--- config.mk ---
export PLATFORM = sky130hd
export DESIGN_NAME = memsel_decoder
export DESIGN_NICKNAME = d
export VERILOG_FILES = /design/src/rtl/memsel_pkg.sv /design/src/rtl/memsel_regs.sv /design/src/rtl/memsel_match.sv /design/src/rtl/memsel_decoder.sv
export SDC_FILE = /design/constraint.sdc
export NUM_CORES = 1
export LEC_CHECK = 0
export ABC_AREA = 0
export BUFFER_PORTS_ARGS = -buffer_cell sky130_fd_sc_hd__buf_2
export CORE_MARGIN = 1
export CORE_UTILIZATION = 54
export CTS_CLUSTER_SIZE = 40
export DETAILED_ROUTE_END_ITERATION = 8
export PLACE_DENSITY_LB_ADDON = 0.15
export SYNTH_ARGS = -nofsm -noshare
export SYNTH_HDL_FRONTEND = slang
export SYNTH_HIERARCHICAL = 1
export SYNTH_SLANG_ARGS = --single-unit
export TNS_END_PERCENT = 50
--- constraint.sdc ---
create_clock -name clk -period 3.75 [get_ports clk]
set_input_delay 0.5625 -clock clk [delete_from_list [all_inputs] [get_ports clk]]
set_output_delay 0.5625 -clock clk [all_outputs]
set_load 0.02 [all_outputs]
--- src/rtl/memsel_pkg.sv ---
`timescale 1ns/1ps
package memsel_pkg;
    localparam int ADDR_W = 32;
    localparam int BASE_W = 22;
    localparam int PAGE_W = ADDR_W - BASE_W;
    localparam int REG_W  = 32;

    typedef struct packed {
        logic [5:0] base_lo;
        logic       map_en;
        logic [3:0] size_code;
        logic       ronly;
        logic       priv_only;
    } ctrl_t;

    typedef struct packed {
        ctrl_t       ctrl;
        logic [15:0] base_hi;
    } chan_cfg_t;

    typedef struct packed {
        logic [ADDR_W-1:0] addr;
        logic              was_user;
        logic              was_write;
        logic              seen;
    } fault_rec_t;

    function automatic logic [REG_W-1:0] ctrl_to_word(ctrl_t c);
        logic [REG_W-1:0] w;
        w        = '0;
        w[15:10] = c.base_lo;
        w[8]     = c.map_en;
        w[7:4]   = c.size_code;
        w[1]     = c.ronly;
        w[0]     = c.priv_only;
        return w;
    endfunction

    function automatic ctrl_t word_to_ctrl(logic [REG_W-1:0] w);
        ctrl_t c;
        c.base_lo   = w[15:10];
        c.map_en    = w[8];
        c.size_code = w[7:4];
        c.ronly     = w[1];
        c.priv_only = w[0];
        return c;
    endfunction

    function automatic logic [BASE_W-1:0] full_base(chan_cfg_t c);
        return {c.base_hi, c.ctrl.base_lo};
    endfunction

    // Region match: compare only base bits at or above the region size.
    function automatic logic region_hit(chan_cfg_t c, logic [ADDR_W-1:0] a);
        logic [BASE_W-1:0] care;
        care = {BASE_W{1'b1}} << (c.ctrl.size_code - 4'd1);
        return c.ctrl.map_en && (c.ctrl.size_code != 4'd0) &&
               (((a[ADDR_W-1:PAGE_W] ^ full_base(c)) & care) == '0);
    endfunction
endpackage

--- src/rtl/memsel_regs.sv ---
`timescale 1ns/1ps
module memsel_regs
    import memsel_pkg::*;
#(
    parameter int NUM_CH = 4,
    parameter int CFG_AW = 4
) (
    input  logic                     clk,
    input  logic                     rst_n,
    input  logic                     cfg_wr,
    input  logic [CFG_AW-1:0]        cfg_addr,
    input  logic [REG_W-1:0]         cfg_wdata,
    output logic [REG_W-1:0]         cfg_rdata,
    input  logic                     fault_evt,
    input  logic [ADDR_W-1:0]        fault_addr,
    input  logic                     fault_write,
    input  logic                     fault_user,
    output chan_cfg_t [NUM_CH-1:0]   chan_cfg
);
    localparam int CFG_WORDS = 2 * NUM_CH;
    localparam int STAT_ADDR = CFG_WORDS;
    localparam int STAT_INFO = CFG_WORDS + 1;

    typedef struct packed {
        chan_cfg_t [NUM_CH-1:0] chan;
        fault_rec_t             fault;
    } regs_t;

    regs_t regs_d, regs_q;

    always_comb begin
        regs_d = regs_q;
        if (cfg_wr) begin
            for (int c = 0; c < NUM_CH; c++) begin
                if (int'(cfg_addr) == 2 * c)
                    regs_d.chan[c].ctrl = word_to_ctrl(cfg_wdata);
                else if (int'(cfg_addr) == 2 * c + 1)
                    regs_d.chan[c].base_hi = cfg_wdata[15:0];
            end
        end
        if (fault_evt) begin
            regs_d.fault.addr      = fault_addr;
            regs_d.fault.was_write = fault_write;
            regs_d.fault.was_user  = fault_user;
            regs_d.fault.seen      = 1'b1;
        end
    end

    always_ff @(posedge clk) begin
        if (!rst_n) regs_q <= '0;
        else        regs_q <= regs_d;
    end

    always_comb begin
        cfg_rdata = '0;
        for (int c = 0; c < NUM_CH; c++) begin
            if (int'(cfg_addr) == 2 * c)
                cfg_rdata = ctrl_to_word(regs_q.chan[c].ctrl);
            else if (int'(cfg_addr) == 2 * c + 1)
                cfg_rdata = {{(REG_W-16){1'b0}}, regs_q.chan[c].base_hi};
        end
        if (int'(cfg_addr) == STAT_ADDR)
            cfg_rdata = regs_q.fault.addr;
        else if (int'(cfg_addr) == STAT_INFO)
            cfg_rdata = {{(REG_W-3){1'b0}}, regs_q.fault.seen,
                         regs_q.fault.was_user, regs_q.fault.was_write};
    end

    assign chan_cfg = regs_q.chan;


    fault_capture_chk: assert property (@(posedge clk) disable iff (!rst_n)
        fault_evt |=> (regs_q.fault.seen && regs_q.fault.addr == $past(fault_addr)));


    status_ro_chk: assert property (@(posedge clk) disable iff (!rst_n)
        (cfg_wr && int'(cfg_addr) >= CFG_WORDS && !fault_evt) |=> $stable(regs_q.fault));
endmodule

--- src/rtl/memsel_match.sv ---
`timescale 1ns/1ps
module memsel_match
    import memsel_pkg::*;
#(
    parameter int NUM_CH = 4
) (
    input  chan_cfg_t [NUM_CH-1:0] chan_cfg,
    input  logic [ADDR_W-1:0]      addr,
    output logic                   hit_any,
    output logic [NUM_CH-1:0]      win_sel,
    output logic                   win_ronly,
    output logic                   win_priv
);
    logic [NUM_CH-1:0] raw_hit;

    for (genvar g = 0; g < NUM_CH; g++) begin : g_chan
        assign raw_hit[g] = region_hit(chan_cfg[g], addr);
    end

    // Scan from the top so the lowest-numbered hit is written last and wins.
    always_comb begin
        win_sel   = '0;
        win_ronly = 1'b0;
        win_priv  = 1'b0;
        for (int c = NUM_CH - 1; c >= 0; c--) begin
            if (raw_hit[c]) begin
                win_sel    = '0;
                win_sel[c] = 1'b1;
                win_ronly  = chan_cfg[c].ctrl.ronly;
                win_priv   = chan_cfg[c].ctrl.priv_only;
            end
        end
    end

    assign hit_any = |raw_hit;
endmodule

--- src/rtl/memsel_decoder.sv ---
`timescale 1ns/1ps
module memsel_decoder
    import memsel_pkg::*;
#(
    parameter  int NUM_CH = 4,
    localparam int CFG_AW = $clog2(2 * NUM_CH + 2)
) (
    input  logic                clk,
    input  logic                rst_n,
    input  logic                cfg_wr,
    input  logic [CFG_AW-1:0]   cfg_addr,
    input  logic [REG_W-1:0]    cfg_wdata,
    output logic [REG_W-1:0]    cfg_rdata,
    input  logic                bus_valid,
    input  logic [ADDR_W-1:0]   bus_addr,
    input  logic                bus_write,
    input  logic                bus_priv,
    output logic [NUM_CH-1:0]   mem_sel,
    output logic                wr_strobe,
    output logic                illegal_access
);
    typedef struct packed {
        logic [NUM_CH-1:0] sel;
        logic              wr;
        logic              illegal;
    } out_t;

    chan_cfg_t [NUM_CH-1:0] chan_cfg;
    logic                   hit_any;
    logic [NUM_CH-1:0]      win_sel;
    logic                   win_ronly;
    logic                   win_priv;
    logic                   hit_d;
    logic                   viol_d;
    out_t                   out_d, out_q;

    memsel_regs #(.NUM_CH(NUM_CH), .CFG_AW(CFG_AW)) regs_i (
        .clk        (clk),
        .rst_n      (rst_n),
        .cfg_wr     (cfg_wr),
        .cfg_addr   (cfg_addr),
        .cfg_wdata  (cfg_wdata),
        .cfg_rdata  (cfg_rdata),
        .fault_evt  (viol_d),
        .fault_addr (bus_addr),
        .fault_write(bus_write),
        .fault_user (~bus_priv),
        .chan_cfg   (chan_cfg)
    );

    memsel_match #(.NUM_CH(NUM_CH)) match_i (
        .chan_cfg (chan_cfg),
        .addr     (bus_addr),
        .hit_any  (hit_any),
        .win_sel  (win_sel),
        .win_ronly(win_ronly),
        .win_priv (win_priv)
    );

    always_comb begin
        hit_d       = bus_valid && hit_any;
        viol_d      = hit_d && ((bus_write && win_ronly) || (!bus_priv && win_priv));
        out_d       = '0;
        out_d.sel   = (hit_d && !viol_d) ? win_sel : '0;
        out_d.wr    = hit_d && !viol_d && bus_write;
        out_d.illegal = viol_d;
    end

    always_ff @(posedge clk) begin
        if (!rst_n) out_q <= '0;
        else        out_q <= out_d;
    end

    assign mem_sel        = out_q.sel;
    assign wr_strobe      = out_q.wr;
    assign illegal_access = out_q.illegal;


    sel_onehot_chk: assert property (@(posedge clk) disable iff (!rst_n)
        $onehot0(out_q.sel));


    fault_blocks_chk: assert property (@(posedge clk) disable iff (!rst_n)
        out_q.illegal |-> (out_q.sel == '0 && !out_q.wr));


    wr_needs_sel_chk: assert property (@(posedge clk) disable iff (!rst_n)
        out_q.wr |-> ((|out_q.sel) && $past(bus_write)));


    idle_quiet_chk: assert property (@(posedge clk) disable iff (!rst_n)
        !bus_valid |=> (out_q.sel == '0 && !out_q.wr && !out_q.illegal));


    ronly_read_ok_chk: assert property (@(posedge clk) disable iff (!rst_n)
        (bus_valid && !bus_write && bus_priv && hit_any) |=> (!out_q.illegal && (|out_q.sel)));
endmodule

## After elaboration in Yosys (flattened, before gate mapping)

Index checks and enable logic that the tools add are counted.

| word-level totals | value |
|---|---|
| register bits | 157 |
| bits of input ports | 74 |
| logic and storage cells | 127 |

| operators by class | value |
|---|---|
| add/subtract/negate cells | 4 |
| eq/ne operators | 9 |
| shift operators | 4 |
| muxes and demuxes | 22 |
| bitwise gates (word level) | 15 |
| reductions and logical operators | 39 |

Operator list:

| cell | count |
|---|---|
| $mux W32 | 9 |
| $and A22 B22 Y22 | 4 |
| $logic_not A22 Y1 | 4 |
| $shl A22 B4 Y22 const A | 4 |
| $xor A22 B22 Y22 | 4 |
| $eq A4 B4 Y1 const B | 6 |
| $mux W16 | 1 |
| $reduce_bool A4 Y1 | 4 |
| $sub A4 B1 Y4 const B | 4 |
| $logic_and A1 B1 Y1 | 14 |
| $reduce_and A3 Y1 | 4 |
| $reduce_and A2 Y1 | 5 |
| $mux W1 | 9 |
| $eq A4 B3 Y1 const B | 2 |
| $reduce_or A4 Y1 | 2 |
| $not A1 Y1 | 7 |
| $reduce_or A5 Y1 | 1 |
| $eq A4 B2 Y1 const B | 1 |
| $logic_not A4 Y1 | 1 |
| $mux W4 | 1 |
| $mux W3 | 1 |
| $reduce_or A3 Y1 | 1 |
| $logic_not A1 Y1 | 2 |
| $mux W2 | 1 |
| $logic_or A1 B1 Y1 | 1 |

## Logic depth before layout (Yosys ltp)

Gate-level depths: netlist (run 1).

| logic depth | value |
|---|---|
| depth after elaboration | 16 |
| depth in mapped cells | 19 |
| mapped depth without buffers | 15 |

## Modules after synthesis

Netlist (run 1), hierarchy kept.

Modules (own cells, without submodules):

| module | instances | cells each | area each (sq um) | seq. area each (sq um) |
|---|---|---|---|---|
| memsel_regs | 1 | 934 | 8046.5 | 3022.9 |
| memsel_match | 1 | 246 | 1896.8 | 0.0 |
| memsel_decoder | 1 | 19 | 266.5 | 120.1 |

## Worst setup path after synthesis (run 1)

Ideal clock, no wire load.

| path | value |
|---|---|
| path type | register -> register |
| start point | register regs_i.regs_q[112], in the netlist regs_i/chan_cfg[77] |
| end point | register regs_i.regs_q[10] |
| library setup time | 0.116 ns |
| data arrival time | 3.710 ns |
| path slack | -0.076 ns |
| stages on the path, launching flop included | 19 |
| path buffers | 4 |
| clock period less this slack | 3.826 ns |
| cells stage by stage | dfxtp_1 -> buf_4 -> inv_1 -> ha_1 -> inv_1 -> ha_1 -> nor2b_1 -> o22ai_1 -> o41ai_1 -> o2111ai_2 -> or2_1 -> o221ai_2 -> nor2b_1 -> buf_6 -> o211a_1 -> clkbuf_1 -> buf_2 -> mux2i_1 -> nor2b_1 |

RTL lines:

| item | line | RTL |
|---|---|---|
| start: declaration | memsel_regs.sv:29 | `regs_t regs_d, regs_q;` |
| start signal: assignment | memsel_regs.sv:51 | `else regs_q <= regs_d;` |

==> impl_metrics.csv, run 1 <==
group,metric,value,unit
placed_design,post_dp_cell_area,10000,um2
critical_path,timing.critical_path.fanout_max,13,
critical_path,critPathArrivalTime,3.91,ns
timing,fin_hold_ws,0.394,ns
timing,slew_violations,0,
logic_synthesis,syn-cell-area,10200,um2
logic_synthesis,synthDistinctLibCells,75,
worst_hold_path,hold_path_depth,3,
critical_path,path_cells,"inv_1 -> ha_1 -> inv_1 -> ha_1 -> nand2b_1 -> a21oi_1 -> nand4b_1 -> o32ai_1 -> nand4_1 -> mux2i_1 -> o221ai_2 -> and2_4 -> o211a_4 -> clkbuf_16 -> mux2i_1 -> nor2b_1",
routing,drc_errors,0,
clock_tree,clkLatencyLatePin,0.43,ns
finish,mostFrequentLayoutCells,"nand2_1 (210), dfxtp_1 (157), a21boi_0 (105)",
timing,final.min_clock_period,3.59,ns
timing,tns,0,ns
timing,maxSlewHeadroom,0.464,
critical_path,critPathLaunch,"regs_i/chan_cfg[19]",
logic_synthesis,synth_adder_area_share,0.0196,
logic_synthesis,synth_compound_area_frac,0.167,
logic_synthesis,synth_flop_cell,"dfxtp_1",
timing,worst_clock_skew,0.00858,ns
global_route,global_route.overflow_total,0,
clock_tree,clock_tree.htree_level_count,4,
die,dieHeight,140,um
critical_path,critical-path-max-stage-delay,0.43,ns
finish,finalInstanceArea,10700,um2
power,max-vdd-ir-drop,0.310,mV
global_route,grt_first_pass_wirelength,45900,um
clock_tree,clockRootBuffer,"clkbuf_16",
critical_path,endpoint_kind_of_the_worst_setup_timing_path,"flip-flop",
clock_tree,clkSlewWorstSetupHoldPaths,0.06,ns
critical_path,worst_r2r_path_depth,16,
clock_tree,ctsLongestPathBuffers,2,
timing,worst_slew_pin_slew,0.800,ns
critical_path,timing_worst_setup_path_type,"flip-flop to flip-flop",
critical_path,cell_family_with_the_largest_share_of_critical_path_delay,"compound AO/OA/AOI/OAI gates",
placed_design,place_congestion,0.951,
critical_path,reg_to_reg_slack_setup,0.16,ns
clock_tree,tritoncts,"done",
critical_path,timing.critical_path.from_type,"flip-flop",
logic_synthesis,ys_warn_count,6,
die,rows,49,
critical_path,worstPathBufferInverterCount,3,
worst_hold_path,min_from,"bus_addr[1]",
routing,drt_iter0_drc,777,
critical_path,cp.required,4.07,ns
clock_tree,numCtsBuffers,17,
logic_synthesis,postSynthNetCount,1289,
global_route,initial_antenna_violation_count,0,
critical_path,crit_path_top_delay_cell,"mux2i_1",
finish,syn_to_final_growth,4.84,%
die,design.core.area,18300,um2
routing,route.detailed.vias_per_inst,5.84,
finish,layout_commonest_cell,"nand2_1",
worst_hold_path,min_to,"regs_i/regs_q[4]",
logic_synthesis,post_synth_xor_area_fraction,0.0788,
logic_synthesis,fraction_of_the_mapped_netlist_area_in_simple_logic_gates,0.203,
timing,maxClockFrequency,278,MHz
die,io-pin-count,112,
job,max_cap_viol_count,0,
global_route,globalRouteTotalUtil,0.313,
logic_synthesis,synth_enable_flop_cells,0,
placed_design,port_buffers,95,
timing,report.final.hold_viol_count,0,
power,power.density,378,nW/um2
critical_path,critical_path.reg2reg.endpoint,"regs_i/regs_q[21]",
logic_synthesis,synthesis.instances,1199,
logic_synthesis,post_synth_mux_area_share,0.0854,
finish,num_antenna_cells,0,
routing,antenna_left,0,
finish,share_of_layout_cells_above_drive_strength_1,0.180,
logic_synthesis,synthArstFlopShare,0,
power,power.static_leakage,3.89,nW
global_route,grt_pass1_vias,7704,
global_route,grt_start_max_net_pins,74,
routing,detailroute.via_count,8140,
die,fp.dieW,140,um
timing,grt_setup_unrepaired,"false",
critical_path,r2r-start,"regs_i/chan_cfg[19]",
routing,totalWireLength,30100,um
logic_synthesis,postSynthAreaPerCell,8.52,um2
logic_synthesis,synth_top_family_by_area,"simple AND/OR/NAND/NOR gates",
die,start_util,0.559,
logic_synthesis,synth.yosys.seq_area_share,0.308,
finish,finalNetCount,1245,
worst_hold_path,min_path_type,"primary input to flip-flop",
finish,final_core_utilization,0.586,
die,dieArea,19500,um2
run_status,status,"completed",
clock_tree,cts.repair_timing.setup_buffer_count,0,
placed_design,place_hpwl,21700,um
power,power.total,4.05,mW
clock_tree,cts.sinks,157,
routing,first_pass_iters,5,
timing,finalSetupViolCount,0,
logic_synthesis,ys_ff_latch,157,
timing,period_share,0.958,
routing,route.detailed.wl_per_inst,21.6,um
how the worst max path moves through the flow:
stage | endpoint | cells past startpoint
finish | regs_i/regs_q[21] | 16
detailed placement | regs_i/regs_q[33] | 14
floorplan | regs_i/regs_q[10] | 18
CTS | regs_i/regs_q[33] | 15
global placement | regs_i/regs_q[31] | 14
global route | regs_i/regs_q[31] | 16
synth_stat cells, drive strengths merged, types with 3 or more instances:
cell type    n  share of area
nand3b       3         0.0022
a221oi       5         0.0043
nand4b       5         0.0058
nor3        16          0.011
xor2        51          0.044
nand3       25          0.013
a21boi     105          0.077
nor2b       64          0.039
nand2      211          0.078
and3         5         0.0031
a22oi       13         0.0096
nor4b        6         0.0088
ha          16          0.020
inv         35          0.013
o21ai       23          0.011
and2        17          0.011
buf        167           0.11
o41ai        4         0.0034
nand4        6         0.0037
o22ai        4         0.0031
a221o        7         0.0069
o311ai       4         0.0034
nand2b      12         0.0074
a2bb2oi      3         0.0026
mux2         7         0.0077
dfxtp      157           0.31
nor2        19         0.0070
nor4         5         0.0051
o221ai       3         0.0038
o32ai        6         0.0051
a21oi       23          0.011
a2111oi      3         0.0044
xnor2       40          0.034
clkbuf      30          0.011
mux4         9          0.020
mux2i       59          0.058
a211oi       4         0.0034
logic make-up after synthesis:
family,Yosys count
compound gates,226
xor+xnor,91
fa+ha+maj,16
buf+inv,232
flops,157
mux,75
simple gates,402
layout make-up:
class                   instances  area, um2
fillers                      1688       7570
multi-input cells             810       5670
flip-flops and latches        157       3140
repair buffers                134        826
clock buffers                  20        457
well taps                     229        287
clock inverters                10        186
inverters                      35        131
layer usage:
layer	up-vias	global-route usage	wire, um
li1	3856	-	-
met1	3867	0.425	13300
met2	364	0.499	13800
met3	53	0.0520	2150
met4	0	0.115	845
met5	-	0	0
through the flow:
stage,cells,setup slack (ns)
floorplan,1199,0.135
global placement,1364,0.142
detailed placement,1364,0.163
CTS,1394,0.202
global route,1395,0.0333
finish,1395,0.157
what timing repair did:
action	4_1_cts	5_1_grt
resized for setup	0	3
hold buffers	0	0
setup endpoints to repair	0	34
worst reg2reg max path: cells and delay by family (launching register included):
kind	cells	cell delay (ns)
compound gates	4	0.87
simple gates	5	0.73
mux	2	0.60
fa+ha+maj	2	0.59
flops	1	0.36
buf+inv	3	0.36
state kept, by name, indices dropped and copies added (netlist names):
signal           count
regs_i/chan_cfg    116
regs_i/regs_q       35
mem_sel              4
illegal_access       1
wr_strobe            1
where the power goes:
group / leakage [nW] / internal (mW) / total [mW] / switching, mW
combinational: 2.30 / 0.156 / 0.432 / 0.276
sequential: 1.27 / 1.68 / 1.70 / 0.0158
clock: 0.317 / 1.21 / 1.92 / 0.705
total: 3.89 / 3.05 / 4.05 / 0.996
No activity file was read; power rests on OpenSTA's default activity.
==> run 2: changes to the inputs <==
Settings changed: CORE_ASPECT_RATIO from default to 1.4.
==> impl_metrics.csv, run 2 (synthesized netlist as in run 1, its figures left out) <==
group,metric,value,unit
power,power.density,363,nW/um2
die,io-pin-count,112,
finish,share_of_layout_cells_above_drive_strength_1,0.184,
timing,maxSlewHeadroom,0.484,
finish,mostFrequentLayoutCells,"nand2_1 (210), dfxtp_1 (157), a21boi_0 (105)",
timing,fin_hold_ws,0.399,ns
finish,finalNetCount,1248,
clock_tree,hold_buffers,0,
routing,met3_length,1710,um
clock_tree,ctsLongestPathBuffers,2,
placed_design,post_dp_cell_area,10100,um2
routing,route.detailed.wl_per_inst,20.8,um
power,power.static_leakage,3.85,nW
timing,worst_slew_pin_slew,0.772,ns
timing,slew_violations,0,
clock_tree,numCtsBuffers,17,
clock_tree,clock_tree.htree_level_count,4,
global_route,global_route.overflow_total,0,
timing,period_share,0.952,
placed_design,place_hpwl,21800,um
clock_tree,clkLatencyLatePin,0.43,ns
global_route,grt_start_max_net_pins,133,
global_route,grt_first_pass_wirelength,44500,um
run_status,status,"completed",
finish,fin_cells,1415,
finish,layout_commonest_cell,"nand2_1",
placed_design,place_congestion,0.981,
timing,final.min_clock_period,3.57,ns
die,design.core.area,18500,um2
placed_design,port_buffers,95,
finish,num_antenna_cells,0,
die,dieHeight,165,um
timing,maxClockFrequency,280,MHz
routing,first_pass_iters,5,
critical_path,endpoint_kind_of_the_worst_setup_timing_path,"flip-flop",
routing,highest-signal-layer,"met4",
critical_path,critPathArrivalTime,3.92,ns
critical_path,timing_worst_setup_path_type,"flip-flop to flip-flop",
finish,fill_cells,1722,
global_route,initial_antenna_violation_count,0,
timing,worst_clock_skew,0.00959,ns
die,start_util,0.551,
global_route,grt_pass1_vias,7567,
routing,wl_met2,14400,um
routing,totalWireLength,29500,um
finish,largest_reg_flops,116,
timing,finalSetupViolCount,0,
die,fp.dieW,118,um
finish,syn_to_final_growth,4.71,%
critical_path,cp.required,4.10,ns
finish,finalInstanceArea,10700,um2
critical_path,timing.critical_path.fanout_max,7,
job,max_cap_viol_count,0,
routing,route.detailed.vias_per_inst,5.73,
critical_path,timing.critical_path.from_type,"flip-flop",
routing,drc_errors,0,
die,dieArea,19500,um2
timing,report.final.hold_viol_count,0,
power,max-vdd-ir-drop,0.233,mV
global_route,globalRouteTotalUtil,0.307,
clock_tree,tritoncts,"done",
clock_tree,cts.sinks,157,
routing,detailroute.via_count,8104,
routing,drt_iter0_drc,617,
routing,antenna_left,0,
clock_tree,clkSlewWorstSetupHoldPaths,0.06,ns
clock_tree,clockRootBuffer,"clkbuf_16",
worst_hold_path,min_path_type,"primary input to flip-flop",
routing,wl_met1,12000,um
placed_design,placedCellCount,1382,
die,rows,59,
-- run 2: worst max-delay path, cell delays in order, from the launching register on --
cell	delay (ns)
dfxtp_1	0.35
inv_1	0.09
ha_1	0.24
inv_1	0.07
ha_1	0.36
nand2b_1	0.07
a21oi_1	0.16
nand4b_1	0.12
o32ai_1	0.30
nand4_1	0.13
buf_4	0.21
mux2i_2	0.29
o221ai_2	0.17
and2_4	0.17
o211a_4	0.30
buf_4	0.20
mux2i_1	0.13
nor2b_1	0.15
-- run 2: where the power goes --
| part | internal, mW | switching, mW | total [mW] |
|---|---|---|---|
| registers | 1.68 | 0.0162 | 1.70 |
| logic | 0.156 | 0.268 | 0.423 |
| clock network | 1.07 | 0.688 | 1.76 |
| total | 2.91 | 0.971 | 3.88 |
-- run 2: repair_timing --
item,CTS,global route
resized for setup,0,7
endpoints found under the setup margin,0,35
buffers inserted,0,1
-- run 2: stage by stage --
stage	total power, mW	setup slack [ns]	setup TNS, ns	utilization
final	3.88	0.180	0	0.577
after global routing	4.01	-0.00774	-0.00916	0.577
after CTS	3.90	0.00950	0	0.575
after detailed placement	2.15	0.0545	0	0.543
after global placement	2.15	0.0696	0	0.543
after floorplan	2.01	0.135	0	-
-- run 2: per-layer routing --
layer | vias up | track usage
li1 | 3876 | -
met1 | 3871 | 0.367
met2 | 297 | 0.524
met3 | 60 | 0.0580
met4 | 0 | 0.157
met5 | - | 0
-- run 2: final timing paths --
path                       endpoint  slack (ns)  cells past startpoint                start
setup / recovery  regs_i/regs_q[17]        0.18                     17  regs_i/chan_cfg[19]
hold / removal    regs_i/regs_q[12]        0.40                      3          bus_addr[9]
setup reg to reg  regs_i/regs_q[17]        0.18                     17  regs_i/chan_cfg[19]
hold reg to reg    regs_i/regs_q[0]        0.48                      1     regs_i/regs_q[0]
-- run 2: area by class of cell --
class                   count  area (um2)  share of cell area
inverters                  35         131              0.0123
well taps                 244         305              0.0286
clock inverters             9         136              0.0128
repair buffers            137         831              0.0777
clock buffers              23         458              0.0428
multi-input cells         810        5690               0.532
flip-flops and latches    157        3140               0.294
==> run 3: changes to the inputs <==
Settings changed: GPL_TIMING_DRIVEN from default to 0.
==> impl_metrics.csv, run 3 (synthesized netlist as in run 1, its figures left out) <==
group,metric,value,unit
finish,mostFrequentLayoutCells,"nand2_1 (210), dfxtp_1 (156), buf_4 (127)",
run_status,status,"completed",
finish,finalNetCount,1395,
placed_design,port_buffers,80,
timing,report.final.hold_viol_count,0,
timing,worst_slew_pin_slew,0.780,ns
critical_path,cp.required,4.09,ns
power,seqPwrFrac,0.427,
routing,detailroute.via_count,8989,
critical_path,endpoint_kind_of_the_worst_setup_timing_path,"flip-flop",
finish,syn_to_final_growth,15.3,%
clock_tree,cts.sinks,157,
die,dieArea,19500,um2
critical_path,critical-path-max-stage-delay,0.34,ns
global_route,global_route.overflow_total,0,
global_route,grt_pass1_vias,8478,
timing,period_share,0.964,
clock_tree,clkSlewWorstSetupHoldPaths,0.07,ns
power,intPower,2.81,mW
routing,route.detailed.wl_per_inst,22.8,um
critical_path,critPathArrivalTime,3.96,ns
finish,layout_commonest_cell,"nand2_1",
die,rows,59,
power,power.density,338,nW/um2
timing,final.min_clock_period,3.62,ns
job,max_cap_viol_count,0,
timing,worst_clock_skew,0.0120,ns
critical_path,path_cells,"buf_4 -> inv_1 -> ha_2 -> inv_1 -> ha_4 -> o21ai_0 -> o2bb2ai_1 -> o32ai_1 -> nand4_1 -> buf_6 -> buf_4 -> nand4b_4 -> o221ai_2 -> and2_4 -> buf_6 -> o211a_1 -> buf_12 -> buf_12 -> mux2i_2 -> nor2b_1",
finish,largest_reg_flops,116,
power,max-vdd-ir-drop,0.267,mV
finish,finalInstanceArea,11800,um2
die,start_util,0.551,
clock_tree,ctsLongestPathBuffers,2,
power,comb_power_frac,0.123,
worst_hold_path,min_path_type,"primary input to flip-flop",
timing,finalSetupViolCount,0,
timing,fin_hold_ws,0.384,ns
critical_path,timing.critical_path.from_type,"flip-flop",
clock_tree,clkLatencyLatePin,0.44,ns
power,power.share.switching,0.292,
power,power.net_switching,1.16,mW
critical_path,worstPathBufferInverterCount,8,
die,io-pin-count,112,
clock_tree,numCtsBuffers,17,
die,design.core.area,18500,um2
finish,share_of_layout_cells_above_drive_strength_1,0.265,
critical_path,cell_family_with_the_largest_share_of_critical_path_delay,"buffers and inverters",
timing,tns,0,ns
power,power.static_leakage,4.54,nW
critical_path,timing.critical_path.fanout_max,7,
clock_tree,clock_tree.htree_level_count,4,
placed_design,place_hpwl,27000,um
timing,maxSlewHeadroom,0.480,
routing,antenna_left,0,
placed_design,place_congestion,1.02,
power,p_clk_frac,0.450,
timing,maxClockFrequency,277,MHz
die,dieHeight,165,um
finish,final_core_utilization,0.635,
die,fp.dieW,118,um
clock_tree,hold_buffers,0,
routing,first_pass_iters,5,
global_route,grt_first_pass_wirelength,52300,um
clock_tree,tritoncts,"done",
placed_design,post_dp_cell_area,10900,um2
critical_path,timing_worst_setup_path_type,"flip-flop to flip-flop",
routing,route.detailed.vias_per_inst,5.75,
finish,num_antenna_cells,0,
clock_tree,clockRootBuffer,"clkbuf_16",
routing,drc_errors,0,
routing,drt_iter0_drc,738,
global_route,initial_antenna_violation_count,1,
global_route,globalRouteTotalUtil,0.370,
routing,totalWireLength,35600,um
global_route,grt_start_max_net_pins,18,
timing,slew_violations,0,
critical_path,crit_path_top_delay_cell,"dfxtp_1",
-- run 3: per-stage QoR --
step | setup slack [ns] | power, mW | std cells
global placement | -0.948 | 2.20 | 1523
CTS | 0.000715 | 3.97 | 1558
finish | 0.134 | 3.97 | 1562
floorplan | 0.135 | 2.01 | 1199
detailed placement | -0.976 | 2.20 | 1523
global route | -0.00590 | 4.07 | 1562
-- run 3: cell type report --
type | instances | area, um2
Buffer | 197 | 1350
Clock buffer | 17 | 425
Clock inverter | 15 | 169
Fill cell | 1725 | 6760
Inverter | 35 | 131
Multi-Input combinational cell | 810 | 5770
Sequential cell | 157 | 3140
Tap cell | 244 | 305
Timing Repair Buffer | 87 | 474
-- run 3: metal layers --
layer	global-route usage	share of wire	up-vias
met1	0.428	0.38	4250
met4	0.244	0.072	0
met2	0.627	0.47	434
met3	0.0711	0.073	127
li1	-	-	4178
met5	0	0	-
-- run 3: tightest hold or removal path, cell delays in order --
cell and delay [ns]:
buf_2 0.07, mux2i_1 0.05, nor2b_1 0.09
-- run 3: timing repair --
item,CTS,global route
setup buffers,3,3
pin swaps,3,6
resized for setup,17,21
setup endpoints to repair,40,34
gates cloned,0,1
-- run 3: path summary, 6_finish.rpt --
kind,depth (start not counted),slack (ns),start,end
max reg2reg,20,0.13,regs_i/chan_cfg[19],regs_i/regs_q[27]
min,3,0.38,bus_addr[9],regs_i/regs_q[12]
max,20,0.13,regs_i/chan_cfg[19],regs_i/regs_q[27]
min reg2reg,1,0.48,regs_i/regs_q[0],regs_i/regs_q[0]
-- run 3: power by group through the flow --
stage	combinational, mW	sequential (mW)	clock, mW
6_report	0.487	1.70	1.79
3_3_place_gp	0.466	1.73	0
2_1_floorplan	0.278	1.73	0
5_1_grt	0.509	1.70	1.86
4_1_cts	0.470	1.70	1.80
3_5_place_dp	0.466	1.73	0
